==> config.mk <==
export PLATFORM = sky130hd
export DESIGN_NAME = ring_wrap_counter
export DESIGN_NICKNAME = d
export VERILOG_FILES = /design/src/rtl/ring_wrap_pkg.sv /design/src/rtl/rwc_sync.sv /design/src/rtl/rwc_hyst_filter.sv /design/src/rtl/rwc_wrap_counter.sv /design/src/rtl/ring_wrap_counter.sv
export SDC_FILE = /design/constraint.sdc
export NUM_CORES = 1
export LEC_CHECK = 0
export ABC_AREA = 1
export ABC_CLOCK_PERIOD_IN_PS = 1500
export BUFFER_PORTS_ARGS = -buffer_cell sky130_fd_sc_hd__buf_2
export CORE_MARGIN = 2
export CORE_UTILIZATION = 40
export CTS_CLUSTER_SIZE = 10
export DETAILED_ROUTE_END_ITERATION = 12
export GPL_ROUTABILITY_DRIVEN = 0
export HOLD_SLACK_MARGIN = 0.03
export PLACE_DENSITY_LB_ADDON = 0.12
export RECOVER_POWER = 50
export SETUP_SLACK_MARGIN = 0.2
export SLEW_MARGIN = 10
export SYNTH_ARGS = -nofsm -noshare
export SYNTH_HDL_FRONTEND = slang
export SYNTH_SLANG_ARGS = --single-unit
==> constraint.sdc <==
create_clock -name clk -period 1.5 [get_ports clk]
set_input_delay 0.15 -clock clk [delete_from_list [all_inputs] [get_ports clk]]
set_output_delay 0.15 -clock clk [all_outputs]
set_load 0.005 [all_outputs]
==> src/rtl/ring_wrap_pkg.sv <==
package ring_wrap_pkg;

    localparam int unsigned DEF_CNT_W       = 8;
    localparam int unsigned DEF_SYNC_STAGES = 2;

    // State of the hysteretic filter: held level and arming flag
    typedef struct packed {
        logic level;
        logic armed;
    } filt_state_t;

endpackage

==> src/rtl/rwc_sync.sv <==
module rwc_sync #(
    parameter int unsigned WIDTH  = 2,
    parameter int unsigned STAGES = 2
) (
    input  logic             clk,
    input  logic             rst_n,
    input  logic [WIDTH-1:0] async_in,
    output logic [WIDTH-1:0] sync_out
);

    logic [STAGES-1:0][WIDTH-1:0] chain_d;
    logic [STAGES-1:0][WIDTH-1:0] chain_q;

    always_comb begin
        chain_d[0] = async_in;
        for (int s = 1; s < int'(STAGES); s++) begin
            chain_d[s] = chain_q[s-1];
        end
    end

    always_ff @(posedge clk or negedge rst_n) begin
        if (!rst_n) chain_q <= '0;
        else        chain_q <= chain_d;
    end

    assign sync_out = chain_q[STAGES-1];

endmodule

==> src/rtl/rwc_hyst_filter.sv <==
module rwc_hyst_filter
    import ring_wrap_pkg::*;
#(
    parameter int unsigned SYNC_STAGES = DEF_SYNC_STAGES
) (
    input  logic clk,
    input  logic rst_n,
    input  logic lead_s,
    input  logic main_s,
    output logic level,
    output logic armed,
    output logic rise
);

    localparam int unsigned FILL_W   = $clog2(SYNC_STAGES + 1);
    localparam logic [FILL_W-1:0] FILL_LAST = FILL_W'(SYNC_STAGES);

    filt_state_t         st_d, st_q;
    logic [FILL_W-1:0]   fill_d, fill_q;

    always_comb begin
        st_d   = st_q;
        fill_d = fill_q;
        if (lead_s == main_s) begin
            st_d.level = main_s;
        end
        if (fill_q != FILL_LAST) begin
            fill_d = fill_q + 1'b1;
        end
        if (fill_q == FILL_LAST) begin
            st_d.armed = 1'b1;
        end
    end

    always_ff @(posedge clk or negedge rst_n) begin
        if (!rst_n) begin
            st_q   <= '0;
            fill_q <= '0;
        end else begin
            st_q   <= st_d;
            fill_q <= fill_d;
        end
    end

    assign level = st_q.level;
    assign armed = st_q.armed;
    assign rise  = st_q.armed & ~st_q.level & st_d.level;

endmodule

==> src/rtl/rwc_wrap_counter.sv <==
module rwc_wrap_counter #(
    parameter int unsigned CNT_W = 8
) (
    input  logic             clk,
    input  logic             rst_n,
    input  logic             inc,
    output logic [CNT_W-1:0] count,
    output logic             ovf
);

    typedef struct packed {
        logic [CNT_W-1:0] cnt;
        logic             ovf;
    } cnt_state_t;

    cnt_state_t st_d, st_q;

    always_comb begin
        st_d = st_q;
        if (inc) begin
            st_d.cnt = st_q.cnt + 1'b1;
            if (&st_q.cnt) begin
                st_d.ovf = ~st_q.ovf;
            end
        end
    end

    always_ff @(posedge clk or negedge rst_n) begin
        if (!rst_n) st_q <= '0;
        else        st_q <= st_d;
    end

    assign count = st_q.cnt;
    assign ovf   = st_q.ovf;

endmodule

==> src/rtl/ring_wrap_counter.sv <==
module ring_wrap_counter
    import ring_wrap_pkg::*;
#(
    parameter int unsigned CNT_W       = DEF_CNT_W,
    parameter int unsigned SYNC_STAGES = DEF_SYNC_STAGES
) (
    input  logic             clk,
    input  logic             rst_n,
    input  logic             tap_lead,
    input  logic             tap_main,
    output logic [CNT_W-1:0] wrap_count,
    output logic             wrap_ovf
);

    logic [1:0] taps_sync;
    logic       lead_sync;
    logic       main_sync;
    logic       filt_level;
    logic       filt_armed;
    logic       filt_rise;

    rwc_sync #(
        .WIDTH  (2),
        .STAGES (SYNC_STAGES)
    ) u_sync (
        .clk      (clk),
        .rst_n    (rst_n),
        .async_in ({tap_lead, tap_main}),
        .sync_out (taps_sync)
    );

    assign lead_sync = taps_sync[1];
    assign main_sync = taps_sync[0];

    rwc_hyst_filter #(
        .SYNC_STAGES (SYNC_STAGES)
    ) u_filt (
        .clk    (clk),
        .rst_n  (rst_n),
        .lead_s (lead_sync),
        .main_s (main_sync),
        .level  (filt_level),
        .armed  (filt_armed),
        .rise   (filt_rise)
    );

    rwc_wrap_counter #(
        .CNT_W (CNT_W)
    ) u_cnt (
        .clk   (clk),
        .rst_n (rst_n),
        .inc   (filt_rise),
        .count (wrap_count),
        .ovf   (wrap_ovf)
    );

endmodule

; ---- Word level (Yosys, flattened, before mapping)
; Index checks and enable logic that the tools add are counted.
[word_totals]
ff_bits = 17
out_inout_bits = 9
elab_cells = 18
[classes]
n_addsub = 2
eq_ne = 3
mux = 1
n_bitwise = 4
n_reduce_logical = 1
[ops]
columns = operator, count
row1 = AND reduction 9 bit, 1
row2 = adder 8 x 1 -> 8 bit (second input constant), 1
row3 = adder 2 x 1 -> 2 bit (second input constant), 1
row4 = AND 1 bit, 2
row5 = == test 2 bit (second input constant), 1
row6 = != test 2 bit (second input constant), 1
row7 = inverter 1 bit, 2
row8 = == test 1 bit, 1
row9 = two-way mux 1 bit, 1

; ---- Longest topological paths before layout
[logic_depth]
word_depth = 4
ltp_mapped = 7

; ---- Cells and area by module
; A second synthesis with hierarchy kept.
[unflattened]
cells_unflattened = 76
hier_area_um2 = 721.9
[by_module_without_submodules]
columns = mod, instances, cells_each, area_per_inst_um2, seq_area_each_um2
row1 = rwc_wrap_counter, 1, 55, 452.9, 225.2
row2 = rwc_hyst_filter, 1, 17, 168.9, 100.1
row3 = rwc_sync, 1, 4, 100.1, 100.1

; ---- Worst setup path after synthesis
; OpenSTA, ideal clock, no wires.
[synth_path]
path_type = register to register
from = register u_cnt.st_q (netlist bit u_cnt.count[0])
to = register u_cnt.st_q (netlist bit u_cnt.count[6])
setup_time_ps = 117
t_arrival_ps = 1036
slack_ps = 347
stages_incl_launch_ff = 7
period_less_slack_ps = 1153
cell_sequence = dfrtp_1 ha_1 nand2_1 nor3_2 nand2_1 nand2_1 nand2_1
[synth_via]
elab_chain_len = 1
[synth_rtl]
columns = item, line_no
row1 = from (decl), rwc_wrap_counter.sv:16  ; cnt_state_t st_d, st_q;
row2 = from (signal assigned), rwc_wrap_counter.sv:30  ; else st_q <= st_d;
row3 = adder 8 x 1 -> 8 bit, rwc_wrap_counter.sv:21  ; st_d.cnt = st_q.cnt + 1'b1;
; No other way between the ends.
; A chain may end at the register's enable or synchronous reset.

; ---- Worst setup path after layout
[layout_path]
from = register u_cnt.st_q (netlist bit u_cnt.count[1])
to = register u_cnt.st_q (netlist bit u_cnt.count[6])
; Same word-level chain as after synthesis.

==> run metrics <==
# IOs=13; Slew Limit Fails=0; multi-input logic area=~280 sq um; Syn Inst Count=74; Ys Warns=0; Avg Inst Size Synth=between 10 and 15 sq um; post-route ant nets=0; remaining routing DRC violations=0; core area=1750 sq um; WP buf/inv=0; via count of the first global-routing pass=470; htree depth=1; worst slew pin tran=0.935 ns; Final min period=1.20 ns; Final Util=0.514; dominant cell type by area after synthesis=dfrtp_1; Wirelength per Cell=approximately 10 um; Reg2Reg Launch Point=u_cnt.count[1]; main combinational cell family by area after synthesis=simple AND/OR/NAND/NOR gates; register area=~430 sq um; Synth Area in XOR/XNOR=0.0584; WP data arrival=1.39 ns; slowest cell on the critical path=dfrtp_1; Synth Net Count=80; final setup skew=0.00163 ns; kind of critical path=flop to flop; CP delay by family, top=simple AND/OR/NAND/NOR gates; routed wire length=1220 um; slowest cell delay on critical path=0.43 ns; FF-to-FF End=u_cnt.count[6]; Worst VDD drop=~690 uV; Final HPWL DP=a little under 900 um; Yosys top cell area share=0.568; starting density of the core=0.429; reg2reg path depth=6; Die H=47.3 um; CTS root buffer=clkbuf_4; Post-Synth Adder-Cell Area=0.0334; static leakage=0.427 nW; most common cell after layout, fill and taps aside=nand2_1; initial antenna violation count=0; total congestion overflow=0; max-cap viol count=0; register bit total from synthesis=17; RSZ-0062 raised after global routing=no; CP Launch Type=flop; NumNets Final=100; Clk pin slew, worst setup/hold paths=0.10 ns; total track usage=0.132; ant diodes=0; number of CTS-inserted buffers=3; post-synthesis cell type count=19; Slew HR=0.377; Setup TNS=0 ns; worst-path fanout max=4; Worst Hold End=u_sync.sync_out[1]; final setup vio count=0; Max Clock Freq=833 MHz; fill count=171; largest net degree at the start of global routing=18; CTS tree=yes; simple-gate area share of the yosys netlist=0.260; status=finished clean; die area=2240 sq um; reg-to-reg slack, setup=0.30 ns; Synth Cell Area=about 750 sq um; Compound-Gate Fraction of Synth Area=0.0200; crit-path cells=ha_2 -> nand2_2 -> nor3_2 -> nand2_1 -> nand2_1 -> nand2_1; Tcrit/Tclk final=0.800; Worst-Skew Late Latency=between 0.2 and 0.3 ns; Vias per Instance=4.44; Top cell by count, worst path=nand2_1; CTS sink count=17; Worst Path Required=1.68 ns; most frequent cells in the layout=nand2_1, dfrtp_1, buf_2; DRT iter0 DRCs=4; Clock Path Buffers=2; hold path cells=0; via count=524; first-pass GRT wire length=1990 um; area growth from synthesis to layout=19.7%; hold_sp=u_sync.chain_d[3]; crit path capture type=flop; layout cells sized above 1=0.301; die span in x=around 47 um; main area contributors after synthesis=dfrtp_1, nand2_1, inv_1; IO Port Bufs=12; multiplexer share of the synthesized area=0; drt pass-1 iters=4; Hold Violations, Final=0; PD cells=approximately 1200 nW/um^2; Hold WC Path Type=flop to flop; # rows=15; sequential area share after synthesis=0.568
cells in the mapped netlist, drive strengths merged:
| library cell | n |
|---|---|
| buf | 1 |
| ha | 2 |
| o21ai | 3 |
| nand3 | 3 |
| xor2 | 2 |
| or2 | 1 |
| inv | 9 |
| nand2 | 24 |
| nor2 | 5 |
| nand4 | 2 |
| xnor2 | 3 |
| nor3 | 1 |
| dfrtp | 17 |
| nand3b | 1 |
state kept, by name, indices dropped and copies added (netlist names):
register         flops
u_sync.sync_out      2
u_filt.armed         1
u_filt.level         1
u_cnt.count          8
u_sync.chain_d       2
u_filt.fill_q        2
u_cnt.ovf            1
cell families (layout without fill, tap and decap cells):
family,after synthesis,after routing
AND/OR/NAND/NOR,37,37
adder cells (fa/ha/maj),2,2
AO/OA/AOI/OAI,3,3
buffers and inverters,10,29
flip-flops,17,17
XOR/XNOR,5,5
routing by layer:
| metal | wire, um | up-vias | part of all wire | track usage |
|---|---|---|---|---|
| met5 | 0 | - | 0 | 0 |
| met4 | 12 | 0 | 0.0098 | 0.0833 |
| met3 | 50 | 2 | 0.041 | 0.0231 |
| met2 | 547 | 13 | 0.45 | 0.186 |
| met1 | 611 | 246 | 0.50 | 0.186 |
| li1 | - | 263 | - | - |
report_power, final:
group / total [mW] / internal, mW / leakage [nW] / switching (mW)
registers: 0.585 / 0.516 / 0.209 / 0.0697
logic: 0.213 / 0.109 / 0.203 / 0.104
clock network: 0.240 / 0.103 / 0.0150 / 0.137
total: 1.04 / 0.728 / 0.427 / 0.311
worst max-delay path by stage:
stage                     slack (ns)  cells past startpoint      startpoint             end
after global placement          0.34                      6  u_cnt.count[1]  u_cnt.count[6]
after floorplan                 0.35                      6  u_cnt.count[0]  u_cnt.count[6]
after CTS                       0.27                      6  u_cnt.count[0]  u_cnt.count[6]
after global routing            0.20                      6  u_cnt.count[0]       u_cnt.ovf
after detailed placement        0.29                      6  u_cnt.count[0]  u_cnt.count[6]
final                           0.30                      6  u_cnt.count[1]  u_cnt.count[6]
area by class of cell:
cell class              count  area share
repair buffers             16       0.107
well taps                  25      0.0349
multi-input cells          47       0.317
inverters                   9      0.0377
flip-flops and latches     17       0.474
clock buffers               4      0.0293
per-stage QoR:
| step | worst slack, ns | power, mW | area [sq um] | cells | hold slack (ns) |
|---|---|---|---|---|---|
| after floorplan | 0.347 | 0.692 | 749 | 74 | -0.146 |
| final | 0.299 | 1.04 | 897 | 118 | 0.357 |
| after detailed placement | 0.293 | 0.775 | 830 | 110 | 0.0971 |
| after global placement | 0.336 | 0.773 | 830 | 110 | 0.0971 |
| after global routing | 0.196 | 1.11 | 897 | 118 | 0.375 |
| after CTS | 0.268 | 1.03 | 886 | 117 | 0.317 |
what timing repair did:
action | in CTS | in global routing
buffers inserted | 0 | 1
hold buffers | 3 | 0
endpoints found under the setup margin | 0 | 2
resized for setup | 0 | 2
hold endpoints to repair | 19 | 0
(Power assumes the default switching activity.)
